[config.mk]
export PLATFORM = sky130hd
export DESIGN_NAME = rx_wake_seq
export DESIGN_NICKNAME = d
export VERILOG_FILES = /design/src/rtl/wake_pkg.sv /design/src/rtl/wake_sync.sv /design/src/rtl/wake_cnt.sv /design/src/rtl/wake_fsm.sv /design/src/rtl/rx_wake_seq.sv
export SDC_FILE = /design/constraint.sdc
export NUM_CORES = 1
export LEC_CHECK = 0
export BUFFER_PORTS_ARGS = -buffer_cell sky130_fd_sc_hd__buf_4
export CORE_ASPECT_RATIO = 1.1
export CORE_MARGIN = 2
export CORE_UTILIZATION = 54
export CTS_BUF_LIST = sky130_fd_sc_hd__clkbuf_8 sky130_fd_sc_hd__clkbuf_16
export DETAILED_ROUTE_END_ITERATION = 10
export HOLD_SLACK_MARGIN = 0.15
export PLACE_DENSITY = 0.87
export SYNTH_ARGS = -nofsm -noshare
export SYNTH_HDL_FRONTEND = slang
export SYNTH_SLANG_ARGS = --single-unit
export TNS_END_PERCENT = 50
[constraint.sdc]
create_clock -name clk -period 2.6 [get_ports clk]
set_clock_uncertainty 0.15 [all_clocks]
set_input_delay 0.52 -clock clk [delete_from_list [all_inputs] [get_ports clk]]
set_output_delay 0.52 -clock clk [all_outputs]
set_load 0.02 [all_outputs]
[src/rtl/wake_pkg.sv]
// Shared state encoding for the receiver wake-up sequencer.
// Assumes: codes are observed externally on state_o and must stay fixed.
package wake_pkg;
    typedef enum logic [2:0] {
        ST_IDLE   = 3'd0,
        ST_SETTLE = 3'd1,
        ST_LCHK   = 3'd2,
        ST_PCH    = 3'd3,
        ST_WAITV  = 3'd4,
        ST_VALID  = 3'd5
    } wake_state_t;
endpackage

[src/rtl/wake_sync.sv]
// Multi-stage synchronizer for an asynchronous level input.
// Assumes: STAGES >= 2; output lags the input by STAGES clock edges.
module wake_sync #(
    parameter int STAGES = 2
) (
    input  logic clk,
    input  logic rst_n,
    input  logic d,
    output logic q
);
    logic [STAGES-1:0] sr;

    // Shift the input through the flop chain.
    always_ff @(posedge clk) begin
        if (!rst_n) sr <= '0;
        else        sr <= {sr[STAGES-2:0], d};
    end

    assign q = sr[STAGES-1];
endmodule

[src/rtl/wake_cnt.sv]
// Event counter that flags the event that reaches a given limit.
// Assumes: limit >= 1; the owner clears it on each phase change.
module wake_cnt #(
    parameter int W = 4
) (
    input  logic         clk,
    input  logic         rst_n,
    input  logic         clr,
    input  logic         adv,
    input  logic [W-1:0] limit,
    output logic         hit
);
    logic [W-1:0] cnt;

    // Count qualified events; a clear wins over an event.
    always_ff @(posedge clk) begin
        if (!rst_n)   cnt <= '0;
        else if (clr) cnt <= '0;
        else if (adv) cnt <= cnt + 1'b1;
    end

    assign hit = adv && (cnt == limit - 1'b1);
endmodule

[src/rtl/wake_fsm.sv]
// Wake-up state machine: settle, lock check, precharge or plain wait, valid.
// Assumes: counter hits arrive from wake_cnt instances cleared by phase_clr.
module wake_fsm
    import wake_pkg::*;
#(
    parameter int TW          = 4,
    parameter int BW          = 5,
    parameter int XTAL_TICKS  = 6,
    parameter int SYNTH_TICKS = 2,
    parameter int LOCK_TIMEOUT = 4,
    parameter int PCH_BITS    = 5,
    parameter int NOPCH_BITS  = 30
) (
    input  logic          clk,
    input  logic          rst_n,
    input  logic          rx_en,
    input  logic          retune,
    input  logic          pch_en,
    input  logic          lock_s,
    input  logic          tick,
    input  logic          bit_tick,
    input  logic          tick_hit,
    input  logic          bit_hit,
    output wake_state_t   st,
    output logic          phase_clr,
    output logic          tick_adv,
    output logic          bit_adv,
    output logic [TW-1:0] tick_limit,
    output logic [BW-1:0] bit_limit,
    output logic          lock_ok,
    output logic          lock_fail
);
    localparam logic [TW-1:0] FULL_SETTLE  = TW'(XTAL_TICKS + SYNTH_TICKS);
    localparam logic [TW-1:0] SHORT_SETTLE = TW'(SYNTH_TICKS);
    localparam logic [TW-1:0] LCHK_LIMIT   = TW'(LOCK_TIMEOUT);
    localparam logic [BW-1:0] PCH_LIMIT    = BW'(PCH_BITS);
    localparam logic [BW-1:0] NOPCH_LIMIT  = BW'(NOPCH_BITS);

    wake_state_t nxt;
    logic        short_settle;
    logic        restart;

    assign restart = rx_en && retune && (st != ST_IDLE);

    // Next-state decision; power-down first, then retune, then progress.
    always_comb begin
        nxt = st;
        if (!rx_en) begin
            nxt = ST_IDLE;
        end else if (restart) begin
            nxt = ST_SETTLE;
        end else begin
            unique case (st)
                ST_IDLE:   nxt = ST_SETTLE;
                ST_SETTLE: if (tick_hit) nxt = ST_LCHK;
                ST_LCHK:   if (lock_s || tick_hit) nxt = pch_en ? ST_PCH : ST_WAITV;
                ST_PCH,
                ST_WAITV:  if (bit_hit) nxt = ST_VALID;
                default:   nxt = st;
            endcase
        end
    end

    // Counter control derived from the current phase.
    always_comb begin
        phase_clr  = (nxt != st) || restart;
        tick_adv   = tick && ((st == ST_SETTLE) || (st == ST_LCHK));
        bit_adv    = bit_tick && ((st == ST_PCH) || (st == ST_WAITV));
        tick_limit = (st == ST_LCHK) ? LCHK_LIMIT
                   : (short_settle ? SHORT_SETTLE : FULL_SETTLE);
        bit_limit  = (st == ST_PCH) ? PCH_LIMIT : NOPCH_LIMIT;
    end

    // State register.
    always_ff @(posedge clk) begin
        if (!rst_n) st <= ST_IDLE;
        else        st <= nxt;
    end

    // Remember whether the running settle follows a retune.
    always_ff @(posedge clk) begin
        if (!rst_n || !rx_en)   short_settle <= 1'b0;
        else if (restart)       short_settle <= 1'b1;
        else if (st == ST_IDLE) short_settle <= 1'b0;
    end

    // Lock status flags, cleared by power-down or reprogramming.
    always_ff @(posedge clk) begin
        if (!rst_n || !rx_en || restart) begin
            lock_ok   <= 1'b0;
            lock_fail <= 1'b0;
        end else if (st == ST_LCHK) begin
            if (lock_s)        lock_ok   <= 1'b1;
            else if (tick_hit) lock_fail <= 1'b1;
        end
    end
endmodule

[src/rtl/rx_wake_seq.sv]
// Top of the receiver wake-up sequencer: synchronizer, two phase counters, FSM.
// Assumes: tick and bit_tick are single-cycle pulses in the clk domain.
module rx_wake_seq
    import wake_pkg::*;
#(
    parameter int XTAL_TICKS   = 6,
    parameter int SYNTH_TICKS  = 2,
    parameter int LOCK_TIMEOUT = 4,
    parameter int PCH_BITS     = 5,
    parameter int NOPCH_BITS   = 30,
    parameter int SYNC_STAGES  = 2
) (
    input  logic       clk,
    input  logic       rst_n,
    input  logic       rx_en,
    input  logic       pch_en,
    input  logic       retune,
    input  logic       tick,
    input  logic       bit_tick,
    input  logic       lock_in,
    output logic       pch_req,
    output logic       lock_ok,
    output logic       lock_fail,
    output logic       data_valid,
    output logic [2:0] state_o
);
    localparam int TMAX = (XTAL_TICKS + SYNTH_TICKS > LOCK_TIMEOUT) ?
                          XTAL_TICKS + SYNTH_TICKS : LOCK_TIMEOUT;
    localparam int BMAX = (PCH_BITS > NOPCH_BITS) ? PCH_BITS : NOPCH_BITS;
    localparam int TW   = $clog2(TMAX + 1);
    localparam int BW   = $clog2(BMAX + 1);

    wake_state_t   st;
    logic          lock_s;
    logic          phase_clr, tick_adv, bit_adv, tick_hit, bit_hit;
    logic [TW-1:0] tick_limit;
    logic [BW-1:0] bit_limit;

    wake_sync #(.STAGES(SYNC_STAGES)) u_sync (
        .clk(clk), .rst_n(rst_n), .d(lock_in), .q(lock_s)
    );

    wake_cnt #(.W(TW)) u_tick_cnt (
        .clk(clk), .rst_n(rst_n), .clr(phase_clr), .adv(tick_adv),
        .limit(tick_limit), .hit(tick_hit)
    );

    wake_cnt #(.W(BW)) u_bit_cnt (
        .clk(clk), .rst_n(rst_n), .clr(phase_clr), .adv(bit_adv),
        .limit(bit_limit), .hit(bit_hit)
    );

    wake_fsm #(
        .TW(TW), .BW(BW), .XTAL_TICKS(XTAL_TICKS), .SYNTH_TICKS(SYNTH_TICKS),
        .LOCK_TIMEOUT(LOCK_TIMEOUT), .PCH_BITS(PCH_BITS), .NOPCH_BITS(NOPCH_BITS)
    ) u_fsm (
        .clk(clk), .rst_n(rst_n), .rx_en(rx_en), .retune(retune),
        .pch_en(pch_en), .lock_s(lock_s), .tick(tick), .bit_tick(bit_tick),
        .tick_hit(tick_hit), .bit_hit(bit_hit), .st(st),
        .phase_clr(phase_clr), .tick_adv(tick_adv), .bit_adv(bit_adv),
        .tick_limit(tick_limit), .bit_limit(bit_limit),
        .lock_ok(lock_ok), .lock_fail(lock_fail)
    );

    assign pch_req    = (st == ST_PCH);
    assign data_valid = (st == ST_VALID);
    assign state_o    = st;
endmodule

=== Word level (Yosys, flattened, before mapping) ===
Cells that the tools add are included.

* Bits in latches: 0
* Memory bits (writable): 0
* Memories: 0
* Memory bits (read-only): 0
* Flip-flop bits (word level): 17
* Word-level logic and storage cells: 54

* Div/mod/pow operators: 0
* Eq/ne operators: 8
* Bitwise operators: 2
* Multipliers: 0
* $lt $le $gt $ge: 0
* Shift operators: 0
* Reductions and logical operators: 21
* Multiplexer cells: 12
* $add $sub $neg: 4

{| class="wikitable"
|+ Operators with widths
! operator !! count
|-
| $mux W3 || 6
|-
| $pmux W3 S4 || 1
|-
| $mux W4 || 2
|-
| $eq A3 B2 Y1 const B || 2
|-
| $eq A3 B3 Y1 const B || 2
|-
| $logic_and A1 B1 Y1 || 6
|-
| $logic_or A1 B1 Y1 || 6
|-
| $add A5 B1 Y5 const B || 1
|-
| $eq A5 B5 Y1 || 1
|-
| $mux W5 || 1
|-
| $sub A5 B1 Y5 const B || 1
|-
| $add A4 B1 Y4 const B || 1
|-
| $eq A4 B4 Y1 || 1
|-
| $reduce_or A2 Y1 || 2
|-
| $sub A4 B1 Y4 const B || 1
|-
| $eq A3 B1 Y1 const B || 1
|-
| $logic_not A3 Y1 || 1
|-
| $ne A3 B3 Y1 || 1
|-
| $reduce_and A3 Y1 || 1
|-
| $reduce_bool A3 Y1 || 1
|-
| $logic_not A1 Y1 || 2
|-
| $mux W1 || 2
|-
| $not A1 Y1 || 2
|-
| $reduce_and A2 Y1 || 1
|-
| $reduce_bool A2 Y1 || 1
|}

=== Depth between registers and ports, before layout ===
Gate-level depths: netlist (run 1).

* Depth in word-level cells: 13
* Mapped depth: 6
* Mapped depth without buffers: 5

=== By module ===
From an unflattened synthesis (run 1), not the netlist that was laid out.

* Cell total of the unflattened synthesis: 133
* Area, all modules: 1124.8 µm²

{| class="wikitable"
|+ Modules (own cells, without submodules)
! module !! area each (µm²) !! cells an instance !! times used
|-
| wake_fsm || 456.7 || 61 || 1
|-
| wake_cnt (u_bit_cnt) || 334.1 || 39 || 1
|-
| wake_cnt (u_tick_cnt) || 264.0 || 27 || 1
|-
| wake_sync || 52.6 || 4 || 1
|-
| rx_wake_seq || 17.5 || 2 || 1
|}

=== Worst setup path before layout (run 1) ===
Ideal clock, no wire load.

* Path type: input to register
* From: input pch_en
* To: register u_bit_cnt.cnt[0]
* Buffers on the path: 0
* Data arrival time: 1.667 ns
* Stages on the path: 5
* Required time: 2.321 ns
* Library setup time: 0.129 ns
* Path slack: 0.653 ns
* Cell sequence: or4b_1 > nor4_2 > o211ai_1 > a21oi_4 > nor3_1

* Longest elaborated chain between the ends: 8

{| class="wikitable"
|+ RTL lines
! what !! line !! source
|-
| start: declaration || rx_wake_seq.sv:16 || <nowiki>input logic pch_en,</nowiki>
|-
| $mux W3 (2 in a row) || wake_fsm.sv:56 || <nowiki>ST_LCHK: if (lock_s || tick_hit) nxt = pch_en ? ST_PCH : ST_WAITV;</nowiki>
|-
| $pmux W3 S4 || wake_fsm.sv:53 || <nowiki>unique case (st)</nowiki>
|-
| $mux W3 || wake_fsm.sv:50 || <nowiki>end else if (restart) begin</nowiki>
|-
| $mux W3 || wake_fsm.sv:48 || <nowiki>if (!rx_en) begin</nowiki>
|-
| $ne A3 B3 Y1 || wake_fsm.sv:66 || <nowiki>phase_clr = (nxt != st) || restart;</nowiki>
|-
| $logic_or A1 B1 Y1 || wake_fsm.sv:66 ||
|-
| $reduce_or A2 Y1 (no source line) || - ||
|-
| end signal: assignment || wake_cnt.sv:19 || <nowiki>else if (adv) cnt <= cnt + 1'b1;</nowiki>
|-
| end: declaration || wake_cnt.sv:13 || <nowiki>logic [W-1:0] cnt;</nowiki>
|}

Every way passes these cells.
A chain may end at the register's enable or synchronous reset.

=== Worst setup path after layout (run 1) ===
* From: register u_fsm.st[0]
* To: register u_tick_cnt.cnt[1]

* Longest elaborated chain between the ends: 13
* Elaborated cells on any way between the ends: 30
* Classes of those cells: 2 x add/sub; 7 x eq/ne; 8 x mux; 13 x reduce/logical

{| class="wikitable"
|+ RTL lines
! what !! line !! source
|-
| start: declaration || wake_fsm.sv:24 || <nowiki>output wake_state_t st,</nowiki>
|-
| start signal: assignment || wake_fsm.sv:77 || <nowiki>else st <= nxt;</nowiki>
|-
| $eq A3 B2 Y1 || wake_fsm.sv:53, wake_fsm.sv:67, wake_fsm.sv:69 ||
|-
| $mux W4 || wake_fsm.sv:69 || <nowiki>tick_limit = (st == ST_LCHK) ? LCHK_LIMIT</nowiki>
|-
| $sub A4 B1 Y4 || wake_cnt.sv:22 || <nowiki>assign hit = adv && (cnt == limit - 1'b1);</nowiki>
|-
| $eq A4 B4 Y1 || wake_cnt.sv:22 ||
|-
| $logic_and A1 B1 Y1 || wake_cnt.sv:22 ||
|-
| $logic_or A1 B1 Y1 || wake_fsm.sv:56 ||
|-
| $mux W3 || wake_fsm.sv:56 ||
|-
| $pmux W3 S4 || wake_fsm.sv:53 ||
|-
| $mux W3 || wake_fsm.sv:50 ||
|-
| $mux W3 || wake_fsm.sv:48 ||
|-
| $ne A3 B3 Y1 || wake_fsm.sv:66 ||
|-
| $logic_or A1 B1 Y1 || wake_fsm.sv:66 ||
|-
| $reduce_or A2 Y1 (no source line) || - ||
|-
| end signal: assignment || wake_cnt.sv:19 ||
|-
| end: declaration || wake_cnt.sv:13 ||
|}

Several ways; a longest one is shown, not always the timed one.

==> flow_summary.toml, run 1 <==
[timing]
rsz0062_at_grt = "false"
setup_violations = 0
fin_crit_sh = 0.842
hold_violations = 0
worst_slack_ns = 0.412
tightest_slew_ns = 0.533
tns_ns = 0
period_minus_slack_ns = 2.19
max_freq_mhz = 457
drv_slew = 0
whs_ns = 0.285
max_slew_margin = 0.644

[synth]
yosysWarnings = 0
synth_flop_cell = "dfxtp_1"
synth.distinct_cells = 43
synthArstFlopShare = 0
synth_nets = 120
synth_edf_count = 0
yosysSeqAreaShare = 0.345
synth_seq_cells = 17
syn_inst = 110
syn_area_sq_um = 986
avgSynthCellArea_sq_um = 8.96

[outcome]
status = "complete, no violations"

[cts]
cts_setup_buffers = 0
clkTransAtPathRegs_ns = 0.07
clock_sinks = 17
cts_root_buf = "clkbuf_8"
cts_max_level = 1
ctsHoldBuffers = 0
worstSkewPairLatency_ns = 0.24
cts_tree = "done"
cts_resized = 0
numCtsBuffers = 3
clk_path_buf_depth = 2

[global_route]
grt_pass1_vias = 887
grt_start_max_net_pins = 17
overflow = 0
antenna_found_initial = 0
grt_first_pass_wirelength_microns = 3590
grt.total_usage = 0.215

[finish]
drive_gt1_frac = 0.236
final.fill_count = 152
register_area_sq_um = 340
final_core_util = 0.665
multi_input_area_sq_um = 617
diodes = 0
instances_no_fill = 145
area_growth_pct = 17.4
layout.nets = 138
fin_area_sq_um = 1160

[routing]
dr.pass1.iters = 4
vias = 869
avgRoutedWirePerCell_microns = 13.8
drtAntennaViolNets = 0
drt_iter0_markers = 14
drcViolationCount = 0
routed_via_density = 5.99
wirelength_microns = 2000

[min_path]
min_path_type = "flip-flop to flip-flop"
hp-start = "u_sync.sr[0]"

[die]
fp.dieH_microns = 48.8
start_util = 0.566
rows = 16
dieArea_sq_um = 2180
pin_count = 15
dieWidth_microns = 44.7
fp.coreArea_sq_um = 1740

[placement]
dp_hpwl_microns = 1520
gp_congestion = 0.863
post_dp_cell_area_sq_um = 1110
place_inst = 141
portBuffers = 14
pre_cts_slack_ns = 0.361

[power]
p_total_uw = 497
p_leak_nw = 0.427
power.density_nw_per_um2 = 430
max-vdd-ir-drop_uv = 344

[setup_path]
startpoint = "u_fsm.st[0]"
cp_cell_sequence = "or4b_1 > nor3_2 > a221oi_2 > o21ai_2 > nor3_1"
path_max_fanout = 16
arrival_ns = 2.16
worstSetupPathType = "flip-flop to flip-flop"
critPathBufInv = 0
cp-end-kind = "flip-flop"
critPathTopFamily = "simple AND/OR/NAND/NOR gates"
worstSetupStartpointType = "flip-flop"
crit_required_ns = 2.57
r2r_start = "u_fsm.st[0]"
slowest_stage = "or4b_1"
cpPeakStageDelay_ns = 0.58

[job]
cap_violations = 0
==> cells by family (layout without fill, tap and decap cells) <==
group | Yosys count | in the layout | synth area share
simple gates | 52 | 52 | 0.316
compound gates | 23 | 23 | 0.193
flops | 17 | 17 | 0.345
xor+xnor | 8 | 8 | 0.0711
buf+inv | 6 | 23 | 0.0292
fa+ha+maj | 2 | 2 | 0.0254
mux | 2 | 2 | 0.0203
==> power by group <==
part	internal [mW]	switching [mW]	total [mW]	leakage (nW)
logic	0.0177	0.0200	0.0377	0.264
clock network	0.106	0.0853	0.191	0.0255
registers	0.263	0.00490	0.268	0.138
total	0.387	0.110	0.497	0.427
==> placed cells by master, fill, tap and decap left out, types with 2 or more instances in the layout <==
cell type and n:
or4b_1 2, nand2_1 8, buf_4 16, o41ai_1 2
clkbuf_8 3, ha_1 2, xor2_1 3, nor3_1 11
nor2_1 6, nor3b_1 3, and2_1 3, dfxtp_1 17
nand2b_1 4, a21oi_1 6, inv_1 3, o211ai_1 2
o21ai_0 4, mux2i_1 2, xnor2_1 5
==> cell type report <==
type / instances / share of cell area
timing repair buffer: 16 / 0.104
clock buffer: 3 / 0.0357
multi-input combinational: 87 / 0.533
tap: 18 / 0.0195
inverter: 3 / 0.00973
clock inverter: 1 / 0.00432
sequential: 17 / 0.294
==> cells in the mapped netlist (all sizes together) (2+ instances only) <==
library cell  instances  share of area
xnor2                 5          0.044
o41ai                 2          0.018
and2                  3          0.019
mux2i                 2          0.020
nor3                 12          0.066
or2                   2          0.013
o211ai                2          0.015
ha                    2          0.025
inv                   3          0.011
o21ai                 5          0.029
nor2                  6          0.023
dfxtp                17           0.35
buf                   3          0.018
xor2                  3          0.027
nor3b                 3          0.023
a21oi                 7          0.047
nor4                  2          0.019
or4b                  2          0.020
nand2                 9          0.037
nand2b                4          0.025
==> registers in the layout, indices dropped and copies added (netlist names) <==
signal              flops
u_bit_cnt.cnt           5
u_tick_cnt.cnt          4
u_fsm.st                3
u_sync.sr               2
u_fsm.lock_fail         1
u_fsm.lock_ok           1
u_fsm.short_settle      1
==> layer usage <==
layer | vias to the layer above | global-route usage | wire [microns]
li1 | 437 | - | -
met1 | 409 | 0.256 | 895
met2 | 19 | 0.365 | 1010
met3 | 4 | 0.0481 | 74
met4 | 0 | 0.0758 | 22
met5 | - | 0 | 0
==> path summary, 6_finish.rpt <==
check                                         end  slack, ns  depth (start not counted)
worst min register to register       u_sync.sr[1]       0.29                          1
worst max-delay path            u_tick_cnt.cnt[1]       0.41                          5
worst min-delay path                 u_sync.sr[1]       0.29                          1
worst max register to register  u_tick_cnt.cnt[1]       0.41                          5
==> worst register-to-register path: stages, from the launching register on <==
cell      delay (ns)
dfxtp_1         0.48
or4b_1          0.58
nor3_2          0.27
a221oi_2        0.13
o21ai_2         0.37
nor3_1          0.10
No activity file was read; power rests on OpenSTA's default activity.
==> run 2: changes to the inputs <==
- CORE_UTILIZATION: 54 -> 49
- PLACE_DENSITY: 0.87 -> 0.84
- clock period: 2.6 -> 1.8 ns (I/O delays scaled with it)
==> flow_summary.toml, run 2 (synthesis gave the netlist of run 1 again) <==
[outcome]
status = "finished, violations left"
violations = "negative setup slack"

[finish]
regMostFlops = "u_bit_cnt.cnt"
final_cell_mix = "41 x buf_4, 12 x dfxtp_1, 9 x nor3_1, 8 x nand2_1, 6 x nor2_1"
top_regs = "u_bit_cnt.cnt x5, u_tick_cnt.cnt x4, u_fsm.st x3"
largest_register_ffs = 5
drive_gt1_frac = 0.438
final_core_util = 0.729
diodes = 0
fin_area_sq_um = 1430
final.fill_count = 153
area_growth_pct = 44.7
layout.nets = 164
final_common_cell = "buf_4"

[routing]
routed_via_density = 5.73
drtAntennaViolNets = 0
drt_iter0_markers = 33
drcViolationCount = 0
wirelength_microns = 3000
dr.pass1.iters = 4
vias = 1038
avgRoutedWirePerCell_microns = 16.6

[setup_path]
critPathBufInv = 2
cp-end-kind = "flip-flop"
path_max_fanout = 9
cp_cell_sequence = "buf_4 > nor4bb_2 > o21ai_0 > a21oi_1 > o21ai_2 > buf_4 > nor3_1"
slowest_stage = "dfxtp_2"
arrival_ns = 2.06
crit_required_ns = 1.83
worstSetupStartpointType = "flip-flop"
cpPeakStageDelay_ns = 0.35
cpMostUsedCell = "buf_4"
critPathTopFamily = "compound AO/OA/AOI/OAI gates"
worstSetupPathType = "flip-flop to flip-flop"

[placement]
portBuffers = 14
post_dp_cell_area_sq_um = 1280
gp_congestion = 0.823
dp_hpwl_microns = 1890

[timing]
fin_crit_sh = 1.13
max_freq_mhz = 492
rsz0062_at_grt = "true"
setup_violations = 10
drv_slew = 0
max_slew_margin = 0.722
hold_violations = 0
tightest_slew_ns = 0.417
period_minus_slack_ns = 2.03
worst_slack_ns = -0.233
tns_ns = -1.96

[cts]
cts_root_buf = "clkbuf_8"
cts_max_level = 1
ctsHoldBuffers = 0
worstSkewPairLatency_ns = 0.26
clock_sinks = 17
numCtsBuffers = 3
clk_path_buf_depth = 2
clkTransAtPathRegs_ns = 0.07
cts_tree = "done"

[power]
power.density_nw_per_um2 = 528
combPwrFrac = 0.104
switching_share = 0.246
clkPwrFrac = 0.387
max-vdd-ir-drop_uv = 469
p_total_uw = 753
internal_power_uw = 567
switching_power_uw = 185
p_seq_frac = 0.508
p_leak_nw = 0.569

[global_route]
grt_pass1_vias = 1070
overflow = 0
grt_first_pass_wirelength_microns = 4750
grt_start_max_net_pins = 10
antenna_found_initial = 0
grt.total_usage = 0.279

[die]
dieArea_sq_um = 2390
fp.coreArea_sq_um = 1960
pin_count = 15
fp.dieH_microns = 51.0
start_util = 0.504
dieWidth_microns = 46.8
rows = 17

[min_path]
min_path_type = "primary input to flip-flop"

[job]
cap_violations = 0
-- run 2: cell types whose count changed in the layout (fill, tap and decap cells not counted), sizes merged --
cell    before  now
clkinv       1    0
inv          3    4
a21oi        7    8
buf         16   41
-- run 2: layout make-up --
type	count	area [sq um]	area share
clock buffers	3	41.3	0.0289
clock inverters	1	3.75	0.00263
inverters	3	11.3	0.00789
multi-input cells	88	678	0.475
flip-flops and latches	17	349	0.245
well taps	28	35.0	0.0246
repair buffers	41	308	0.216
-- run 2: final timing paths --
path                 from                 to  slack, ns  cells after the start
min               lock_in       u_sync.sr[0]       0.16                      2
max reg2reg   u_fsm.st[0]  u_tick_cnt.cnt[1]      -0.23                      7
max           u_fsm.st[0]  u_tick_cnt.cnt[1]      -0.23                      7
min reg2reg  u_sync.sr[0]       u_sync.sr[1]       0.30                      1
-- run 2: power groups by stage --
stage	sequential, mW	combinational, mW	clock, mW
floorplan	0.394	0.0315	0
global placement	0.393	0.0675	0
detailed placement	0.393	0.0703	0
CTS	0.383	0.0724	0.285
global route	0.383	0.0843	0.308
finish	0.383	0.0785	0.292
-- run 2: through the flow --
step / cells / setup WS [ns] / hold slack (ns)
after floorplan: 110 / -0.00767 / 0.262
after global placement: 171 / -0.195 / 0.269
after detailed placement: 171 / -0.286 / 0.292
after CTS: 181 / -0.131 / 0.163
after global routing: 181 / -0.366 / 0.166
final: 181 / -0.233 / 0.156
-- run 2: timing repair --
action / in CTS / in global routing
gates resized for setup: 6 / 7
endpoints found under the setup margin: 10 / 12
gates cloned: 1 / 0
pin swaps: 3 / 3
buffers inserted: 5 / 0
-- run 2: layer usage --
metal  GRT usage  part of all wire  up-vias
met5           0                 0        -
met4       0.130             0.048        0
li1            -                 -      490
met1       0.350              0.38      489
met2       0.454              0.52       43
met3      0.0424             0.045       16
